### config.mk
export PLATFORM = sky130hd
export DESIGN_NAME = bootld_top
export DESIGN_NICKNAME = d
export VERILOG_FILES = /design/src/rtl/bootld_pkg.sv /design/src/rtl/bootld_trigger.sv /design/src/rtl/bootld_fetch.sv /design/src/rtl/bootld_pack.sv /design/src/rtl/bootld_top.sv
export SDC_FILE = /design/constraint.sdc
export NUM_CORES = 1
export LEC_CHECK = 0
export BUFFER_PORTS_ARGS = -buffer_cell sky130_fd_sc_hd__clkbuf_2
export CAP_MARGIN = 20
export CORE_MARGIN = 5
export CORE_UTILIZATION = 53
export DETAILED_ROUTE_END_ITERATION = 16
export PLACE_DENSITY = 0.76
export SETUP_SLACK_MARGIN = 0.5
export SYNTH_ARGS = -nofsm -noshare
export SYNTH_HDL_FRONTEND = slang
export SYNTH_SLANG_ARGS = --single-unit
### constraint.sdc
create_clock -name clk -period 2.4 [get_ports clk]
set_clock_uncertainty 0.15 [all_clocks]
set_input_delay 0.24 -clock clk [delete_from_list [all_inputs] [get_ports clk]]
set_output_delay 0.24 -clock clk [all_outputs]
set_load 0.02 [all_outputs]
### src/rtl/bootld_pkg.sv
// Package: shared types for the boot loader sequencer.
// Assumes: nothing beyond standard SystemVerilog.
package bootld_pkg;

    // Sequencer phases: waiting, fetching bytes, final word-write cycle.
    typedef enum logic [1:0] {
        PH_IDLE   = 2'd0,
        PH_FETCH  = 2'd1,
        PH_FINISH = 2'd2
    } bootld_phase_t;

endpackage

### src/rtl/bootld_trigger.sv
// Module: bootld_trigger
// Holds a start request until the sequencer accepts it. The request is
// armed during reset when the strap is low, and by a reboot pulse seen
// while the sequencer is idle.
// Assumes: synchronous active-low reset; go is high for one cycle when
// the sequencer leaves idle.
module bootld_trigger (
    input  logic clk,
    input  logic rst_n,
    input  logic map_strap,
    input  logic sw_reboot,
    input  logic idle,
    input  logic go,
    output logic pend
);

    // Request flag: armed from strap in reset, from reboot when idle, cleared on go.
    always_ff @(posedge clk) begin
        if (!rst_n) begin
            pend <= ~map_strap;
        end else if (go) begin
            pend <= 1'b0;
        end else if (sw_reboot && idle) begin
            pend <= 1'b1;
        end
    end

    // a reboot pulse during a load never leaves a request behind.
    p_ignore_busy_r10: assert property (@(posedge clk) disable iff (!rst_n)
        (!idle && sw_reboot) |=> !pend);

endmodule

### src/rtl/bootld_fetch.sv
// Module: bootld_fetch
// Phase controller and byte address counter. It starts on a pending
// request, moves the address on for every accepted byte, and leaves
// fetching after the last byte. A done pulse follows one cycle later.
// Assumes: last_byte is asserted only together with an accepted byte.
module bootld_fetch
    import bootld_pkg::*;
#(
    parameter int ADDR_W = 16
) (
    input  logic              clk,
    input  logic              rst_n,
    input  logic              start,
    input  logic              src_valid,
    input  logic              last_byte,
    output bootld_phase_t     phase,
    output logic [ADDR_W-1:0] src_addr,
    output logic              accept,
    output logic              go,
    output logic              done
);

    // Byte handshake and start acceptance, both decoded from the phase.
    always_comb begin
        accept = (phase == PH_FETCH) && src_valid;
        go     = (phase == PH_IDLE) && start;
    end

    // Phase register, byte address counter and done pulse.
    always_ff @(posedge clk) begin
        if (!rst_n) begin
            phase    <= PH_IDLE;
            src_addr <= '0;
            done     <= 1'b0;
        end else begin
            done <= 1'b0;
            unique case (phase)
                PH_IDLE: begin
                    if (start) begin
                        phase    <= PH_FETCH;
                        src_addr <= '0;
                    end
                end
                PH_FETCH: begin
                    if (src_valid) begin
                        src_addr <= src_addr + ADDR_W'(1);
                        if (last_byte) begin
                            phase <= PH_FINISH;
                        end
                    end
                end
                PH_FINISH: begin
                    done  <= 1'b1;
                    phase <= PH_IDLE;
                end
                default: phase <= PH_IDLE;
            endcase
        end
    end

    // each accepted byte, other than the last, moves the address on by one.
    p_addr_step_r6: assert property (@(posedge clk) disable iff (!rst_n)
        (accept && !last_byte) |=> (src_addr == $past(src_addr) + ADDR_W'(1)));

    // no valid byte means the address holds and fetching goes on.
    p_stall_hold_r8: assert property (@(posedge clk) disable iff (!rst_n)
        (phase == PH_FETCH && !src_valid) |=> ($stable(src_addr) && phase == PH_FETCH));

endmodule

### src/rtl/bootld_pack.sv
// Module: bootld_pack
// Gathers LANES bytes, first byte most significant, into one word. It
// writes the word one cycle after the final byte arrives and counts
// words to flag the last byte of the load.
// Assumes: LANES >= 3; clear is high for one cycle before each load.
module bootld_pack #(
    parameter int BYTE_W = 8,
    parameter int LANES  = 3,
    parameter int WORDS  = 8,
    parameter int PM_AW  = 3
) (
    input  logic                    clk,
    input  logic                    rst_n,
    input  logic                    clear,
    input  logic                    accept,
    input  logic [BYTE_W-1:0]       byte_in,
    output logic                    last_byte,
    output logic                    pm_we,
    output logic [PM_AW-1:0]        pm_addr,
    output logic [BYTE_W*LANES-1:0] pm_wdata
);

    localparam int HOLD_W = BYTE_W * (LANES - 1);
    localparam int SLOT_W = (LANES > 1) ? $clog2(LANES) : 1;

    logic [HOLD_W-1:0] hold;
    logic [SLOT_W-1:0] slot;
    logic [PM_AW-1:0]  word_idx;
    logic              slot_full;

    // Word boundary and end-of-load detection.
    always_comb begin
        slot_full = (slot == SLOT_W'(LANES - 1));
        last_byte = accept && slot_full && (word_idx == PM_AW'(WORDS - 1));
    end

    // Byte shift register, lane counter, word counter and write port.
    always_ff @(posedge clk) begin
        if (!rst_n) begin
            hold     <= '0;
            slot     <= '0;
            word_idx <= '0;
            pm_we    <= 1'b0;
            pm_addr  <= '0;
            pm_wdata <= '0;
        end else begin
            pm_we <= 1'b0;
            if (clear) begin
                slot     <= '0;
                word_idx <= '0;
            end else if (accept) begin
                if (slot_full) begin
                    pm_we    <= 1'b1;
                    pm_wdata <= {hold, byte_in};
                    pm_addr  <= word_idx;
                    word_idx <= word_idx + PM_AW'(1);
                    slot     <= '0;
                end else begin
                    hold <= {hold[HOLD_W-BYTE_W-1:0], byte_in};
                    slot <= slot + SLOT_W'(1);
                end
            end
        end
    end

    // at least LANES bytes separate two writes, so a write never lasts two cycles.
    p_we_single_r7: assert property (@(posedge clk) disable iff (!rst_n)
        pm_we |=> !pm_we);

endmodule

### src/rtl/bootld_top.sv
// Module: bootld_top
// Boot loader sequencer. It copies WORDS program words from a byte-wide
// source into a wide program RAM. A load starts from the reset strap or
// from a software reboot pulse.
// Assumes: the source holds src_data for src_addr while src_valid is high.
module bootld_top
    import bootld_pkg::*;
#(
    parameter int WORDS  = 8,
    parameter int ADDR_W = 16,
    parameter int BYTE_W = 8,
    parameter int LANES  = 3,
    localparam int WORD_W = BYTE_W * LANES,
    localparam int PM_AW  = (WORDS > 1) ? $clog2(WORDS) : 1
) (
    input  logic              clk,
    input  logic              rst_n,
    input  logic              map_strap,
    input  logic              sw_reboot,
    input  logic [BYTE_W-1:0] src_data,
    input  logic              src_valid,
    output logic              src_sel_n,
    output logic [ADDR_W-1:0] src_addr,
    output logic              pm_we,
    output logic [PM_AW-1:0]  pm_addr,
    output logic [WORD_W-1:0] pm_wdata,
    output logic              busy,
    output logic              done
);

    bootld_phase_t phase;
    logic          pend;
    logic          go;
    logic          accept;
    logic          last_byte;
    logic          idle;

    // Phase-derived outputs: select while fetching, busy while not idle.
    always_comb begin
        idle      = (phase == PH_IDLE);
        busy      = !idle;
        src_sel_n = (phase != PH_FETCH);
    end

    bootld_trigger u_trig (
        .clk       (clk),
        .rst_n     (rst_n),
        .map_strap (map_strap),
        .sw_reboot (sw_reboot),
        .idle      (idle),
        .go        (go),
        .pend      (pend)
    );

    bootld_fetch #(
        .ADDR_W (ADDR_W)
    ) u_fetch (
        .clk       (clk),
        .rst_n     (rst_n),
        .start     (pend),
        .src_valid (src_valid),
        .last_byte (last_byte),
        .phase     (phase),
        .src_addr  (src_addr),
        .accept    (accept),
        .go        (go),
        .done      (done)
    );

    bootld_pack #(
        .BYTE_W (BYTE_W),
        .LANES  (LANES),
        .WORDS  (WORDS),
        .PM_AW  (PM_AW)
    ) u_pack (
        .clk       (clk),
        .rst_n     (rst_n),
        .clear     (go),
        .accept    (accept),
        .byte_in   (src_data),
        .last_byte (last_byte),
        .pm_wdata  (pm_wdata),
        .pm_we     (pm_we),
        .pm_addr   (pm_addr)
    );

    // done follows the final word write by exactly one cycle.
    p_done_after_we_r9: assert property (@(posedge clk) disable iff (!rst_n)
        done |-> $past(pm_we));

    // with no load in progress, the program memory is never written.
    p_idle_nowrite_r3: assert property (@(posedge clk) disable iff (!rst_n)
        (!busy && !done) |-> !pm_we);

endmodule

==> run metrics, run 1 <==
clock root cell clkbuf_8; Cell Area, Placed 3100 sq um; Most used DFF post-synth dfxtp_1; synth top area cells dfxtp_1 (50%), nand2_1 (13%), a21boi_0 (12%); first drt pass iteration count 4; first-pass GRT wire length 9660 um; final hold vios 0; die footprint 6700 sq um; Layout Nets 400; FF+latch count, synth 69; Fillers 443; M1 GR Usage about a quarter; GRT overflow 0; DRC viols 0; crit start category register; register area share after synthesis 50.8%; Crit path arrival time 1930 ps; max_slew headroom 73.2%; Via Count 2,349; GRT met3 Usage 3.84%; Most Crowded Layer GR met2; placer congestion estimate 0.778; ANT cells 0; H-tree level count 3; Sink Count 69; CP required 2520 ps; fin. max-slew vios 0; CP Class reg -> reg; Post-Synthesis Cell Area between 2000 and 3000 sq um; placed cells around 440; outcome finished clean; Hold Path Class in -> reg; largest net degree at the start of global routing 38; most common cell in the netlist nand2_1; Num CTS Buffers 9; P&R area growth vs syn 22.7%; Worst-Margin Slew 394 ps; Non-Filler Cell Area, Final 3360 sq um; Synth cell types 36; crit path time final 1810 ps; number of I/O pins 60; # rows 26; final worst-path cycle share between 70% and 80%; hold slack around 9.6 ps; YS warnings 0; critical path endpoint category register; starting density of the core approximately 54%; DP Wirelength 3990 um; Fmax achieved about 550 MHz; fin cells 459; Routed WL 5690 um; Post-synth EDFFs 1; routed len/inst 12.4 um; number of max-cap violations 0; Syn Nets between 300 and 400; Die Wd 81.9 um; Max IR drop VDD 386 uV; Final TNS setup 0 ps; die height 81.9 um; Pleak 1.28 nW; Final setup viols 0; antenna-violating nets left 0; Final Util 66.2%; Clock Tree Buf Depth 2; vias in the first global route about 2,200; synthesized instance count 319; pwr dens 650 nW/um^2; share of layout cells above drive strength 1 ~23%; antenna violations before repair 0; met2 Usage GRT 29.1%; clock-pin slew of the registers on the worst-case setup and hold paths 70 ps; area fraction of the dominant cell type after synthesis 49.7%; Synth area leader dfxtp_1; Avg Synthesized Cell Area 8.58 sq um; gr usage total between 10% and 20%; CTS tree done; port buffer count 59; asr flop ratio synth 0%; DR vias/cell 5.12; CP Max Fanout 10; unrepaired setup endpoints after global routing yes; Synth top cells by count nand2_1 (94), dfxtp_1 (68), a21boi_0 (44), nor2_1 (17), clkbuf_1 (16); First DRT Iteration DRCs 96; CORE AREA 5070 sq um; latest clock arrival within the worst-skew pair 330 ps
## critical path: stages, from the launching register on
cell and delay, ps:
dfxtp_1 390, nand4b_1 230, or2_1 300, or4_1 520, a21oi_1 150
## cell usage in the layout, fill, tap and decap left out, types with 2 or more instances in the layout
cell type      count
nor2_1            17
a21oi_1            9
nand3b_1           2
dfxtp_1           66
and4_1             3
ha_1               3
a21boi_0          44
clkbuf_2          59
nor3_1             3
or3_1              2
o21ai_0            5
nor4b_1            2
or4_1              2
nand2_1           94
clkbuf_8          11
inv_1              3
dlygate4sd3_1      6
or2_2              2
o31ai_1            2
nor3b_1            2
dfxtp_2            2
nand3_1            6
nand4_1            2
buf_4              7
nor4_1             3
and2_1             3
clkinv_2           5
xnor2_1           10
## logic make-up after synthesis
kind of cell	share of synthesized area, %
compound gates	15.7
xor+xnor	3.52
fa+ha+maj	1.37
buf+inv	3.15
flops	50.8
mux	0.731
simple gates	24.7
## power by group
group          internal (mW)  switching (mW)  total, mW
logic                 0.0631          0.0959      0.159
registers               1.17          0.0154       1.18
clock network          0.422           0.420      0.843
## area by class of cell
cell class / instances / area (sq um) / area share (%)
Multi-Input combinational cell: 228 / 1270 / 37.8
Clock inverter: 5 / 25.0 / 0.745
Tap cell: 70 / 87.6 / 2.61
Timing Repair Buffer: 73 / 419 / 12.5
Sequential cell: 69 / 1390 / 41.5
Inverter: 3 / 11.3 / 0.335
Clock buffer: 11 / 151 / 4.51
## metal layers
layer  routed length (um)  vias to the layer above  share of wire, %
met5                    0                        -                 0
met4                  115                        0               2.0
met3                  330                       11               5.8
met2                 2440                       65                43
met1                 2800                     1086                49
li1                     -                     1187                 -
## final timing paths
check                   start                    to  slack [ps]  cells after the start
min reg2reg   u_pack.hold[11]   u_pack.pm_wdata[19]         310                      2
min               src_data[4]    u_pack.pm_wdata[4]          10                      3
max          u_fetch.phase[1]  u_fetch.src_addr[13]         590                      4
max reg2reg  u_fetch.phase[1]  u_fetch.src_addr[13]         590                      4
## through the flow
| stage | power [mW] | worst slack [ps] |
|---|---|---|
| 2_1_floorplan | 1.30 | 527 |
| 3_3_place_gp | 1.35 | 540 |
| 3_5_place_dp | 1.36 | 475 |
| 4_1_cts | 2.19 | 549 |
| 5_1_grt | 2.26 | 486 |
| 6_report | 2.18 | 593 |
## registers in the layout (all words and copies together) (netlist names)
name,cells
u_fetch.done,1
u_trig.pend,1
u_pack.hold,16
u_fetch.phase,2
u_pack.word_idx,3
u_fetch.src_addr,16
u_pack.pm_we,1
u_pack.pm_wdata,24
u_pack.slot,2
u_pack.pm_addr,3
## timing repair
action | 4_1_cts | 5_1_grt
hold endpoints to repair | 8 | 0
resized for setup | 1 | 5
setup endpoints to repair | 2 | 31
hold buffers | 6 | 0
setup buffers | 1 | 0
(Power assumes the default switching activity.)
==> inputs of run 2 (changes only) <==
ABC_AREA = 1   (was not set)
clock period = 1.8 ns   (was 2.4 ns; I/O delays follow)
==> run metrics, run 2 <==
Top Layer Used met4 (unchanged); first drt pass iteration count 4 (unchanged); clock-pin slew of the registers on the worst-case setup and hold paths 70 ps (about the same); FF+latch count, synth 69 (unchanged); Syn Nets 371 (was 335); CP Max Fanout 25 (was 10); internal power 2.49 mW (was 1.65 mW); Hold Path Stages 2 (was 3); Max IR drop VDD 812 uV (was 386 uV); CP Class reg -> reg (unchanged); DR vias/cell 5.13 (was 5.12); Final setup viols 0 (unchanged); placer congestion estimate 0.816 (was 0.778); Post-Synthesis Cell Area 2710 sq um (was 2740 sq um); max_slew headroom 80.1% (was 73.2%); placed cells 475 (was 436); crit start category register (unchanged); die footprint 6650 sq um (was 6700 sq um); Final TNS setup 0 ps (unchanged); Synth area leader dfxtp_1 (unchanged); gr usage total 21.7% (was 18.6%); Fmax achieved 699 MHz (was 553 MHz); Final Util 75.1% (was 66.2%); crit path time final 1430 ps (was 1810 ps); Fillers 376 (was 443); Cell Area, Placed 3140 sq um (was 3100 sq um); number of max-cap violations 0 (unchanged); share of layout cells above drive strength 1 35.6% (was 22.9%); asr flop ratio synth 0% (unchanged); Die Wd 81.6 um (was 81.9 um); CORE AREA 5040 sq um (was 5070 sq um); Non-Filler Cell Area, Final 3790 sq um (was 3360 sq um); routed len/inst 13.6 um (was 12.4 um); clock root cell clkbuf_8 (unchanged); die height 81.6 um (was 81.9 um); antenna violations before repair 0 (unchanged); DP Wirelength 4340 um (was 3990 um); final hold vios 0 (unchanged); wl on met1 3090 um (was 2800 um); Num CTS Buffers 9 (unchanged); Clock Tree Buf Depth 2 (unchanged); outcome finished clean (unchanged); latest clock arrival within the worst-skew pair 340 ps (was 330 ps); synth top area cells dfxtp_1 (50%), nor2_1 (9.7%), o21ai_0 (7.9%) (was dfxtp_1 (50%), nand2_1 (13%), a21boi_0 (12%)); CP required 1920 ps (was 2520 ps); most common cell in the netlist nor2_1 (was nand2_1); DRC viols 0 (unchanged); clock power share 40.1% (was 38.6%); sw power 0.861 mW (was 0.532 mW); Comb pwr share 11.8% (was 7.3%); pwr dens 885 nW/um^2 (was 650 nW/um^2); ANT cells 0 (unchanged); Synth cell types 28 (was 36); Worst-Margin Slew 298 ps (was 394 ps); register area share after synthesis 51.3% (was 50.8%); CTS tree done (unchanged); H-tree level count 3 (unchanged); met3 routed WL 392 um (was 330 um); fin. max-slew vios 0 (unchanged); Hold Path Class in -> reg (unchanged); First DRT Iteration DRCs 185 (was 96); Worst R2R Path Depth 6 (was 4); area fraction of the dominant cell type after synthesis 50.2% (was 49.7%); final worst-path cycle share 79.5% (was 75.3%); synthesized instance count 355 (was 319); largest registers u_pack.pm_wdata (24), u_fetch.src_addr (16), u_pack.hold (16) (unchanged); Largest Register u_pack.pm_wdata (unchanged); Met2 Wirelength 3250 um (was 2440 um); Most used DFF post-synth dfxtp_1 (unchanged); port buffer count 59 (unchanged); GRT overflow 0 (unchanged); Avg Synthesized Cell Area 7.64 sq um (was 8.58 sq um); commonest non-fill, non-tap cell in the layout nor2_1 (was nand2_1); number of I/O pins 60 (unchanged); antenna-violating nets left 0 (unchanged); Layout Nets 452 (was 400); first-pass GRT wire length 11,100 um (was 9660 um); Reg power frac 48.1% (was 54.1%); P&R area growth vs syn 39.5% (was 22.7%); Synth top cells by count nor2_1 (70), dfxtp_1 (68), nand2_1 (48), o21ai_0 (43), a21oi_1 (38) (was nand2_1 (94), dfxtp_1 (68), a21boi_0 (44), nor2_1 (17), clkbuf_1 (16)); Crit path arrival time 1550 ps (was 1930 ps); # rows 26 (unchanged); max reg flops 24 (unchanged); critical path endpoint category register (unchanged); switching share of power 25.7% (was 24.3%); Post-synth EDFFs 1 (unchanged); largest net degree at the start of global routing 32 (was 38); unrepaired setup endpoints after global routing yes (unchanged); Via Count 2,620 (was 2,349); most frequent cells in the layout nor2_1 (60), clkbuf_2 (57), dfxtp_1 (54) (was nand2_1 (94), dfxtp_1 (66), clkbuf_2 (59)); Sink Count 69 (unchanged); Routed WL 6980 um (was 5690 um); YS warnings 0 (unchanged); fin cells 511 (was 459); vias in the first global route 2,427 (was 2,184); Pleak 1.66 nW (was 1.28 nW); starting density of the core 53.8% (was 53.9%)
## run 2: cell types whose count changed in the layout (fill, tap and decap cells not counted), sizes merged, moves of 7 or more
cell / previous run / this run
nand2: 94 / 54
a21boi: 44 / 0
a21oi: 9 / 38
xnor2: 10 / 0
nand3: 6 / 13
nor2: 17 / 72
inv: 3 / 36
o21ai: 5 / 44
buf: 8 / 16
## run 2: kinds of logic after synthesis
| family | after synthesis | synth area share (%) |
|---|---|---|
| compound gates | 87 | 16.6 |
| fa+ha+maj | 3 | 1.38 |
| buf+inv | 50 | 7.51 |
| flops | 69 | 51.3 |
| simple gates | 146 | 23.2 |
## run 2: critical path: stages (launching register included)
cell and delay [ps]:
dfxtp_2 340, inv_2 80, nand3_4 150, nor2_4 200
buf_12 180, o21ai_0 100, a21oi_1 160
## run 2: worst paths after layout
| check | startpoint | endpoint | slack, ps |
|---|---|---|---|
| setup / recovery | u_fetch.phase[1] | u_pack.pm_wdata[10] | 370 |
| hold / removal | map_strap | u_trig.pend | 3 |
| setup reg to reg | u_fetch.phase[1] | u_pack.pm_wdata[10] | 370 |
| hold reg to reg | u_pack.hold[11] | u_pack.pm_wdata[19] | 310 |
## run 2: layout make-up
type | instances | area, sq um | area share, %
Clock inverter | 4 | 55.1 | 1.45
Multi-Input combinational cell | 236 | 1350 | 35.7
Timing Repair Buffer | 83 | 557 | 14.7
Tap cell | 70 | 87.6 | 2.31
Sequential cell | 69 | 1420 | 37.5
Inverter | 37 | 151 | 4.00
Clock buffer | 12 | 165 | 4.36
## run 2: per-layer routing
layer  GRT usage, %  up-vias
li1               -     1315
met1           28.4     1204
met2           33.6       76
met3           4.17       25
met4           12.0        0
met5              0        -
## run 2: what timing repair did
action                                 in CTS  in global routing
hold buffers                                9                  0
setup endpoints to repair                  65                 73
endpoints found under the hold margin      16                  0
buffers inserted                            8                  3
pin swaps                                  16                 10
gates resized for setup                    47                 31
## run 2: power by group through the flow
stage | clock network (mW) | logic (mW) | registers [mW]
6_report | 1.34 | 0.396 | 1.61
5_1_grt | 1.44 | 0.432 | 1.62
4_1_cts | 1.36 | 0.350 | 1.61
3_5_place_dp | 0 | 0.270 | 1.65
3_3_place_gp | 0 | 0.260 | 1.64
2_1_floorplan | 0 | 0.192 | 1.65
## run 2: through the flow
stage	hold WS [ps]	total power, mW	setup slack, ps
5_1_grt	13.5	3.49	289
2_1_floorplan	165	1.84	464
3_5_place_dp	283	1.92	347
3_3_place_gp	273	1.90	399
6_report	2.82	3.35	369
4_1_cts	1.92	3.32	370
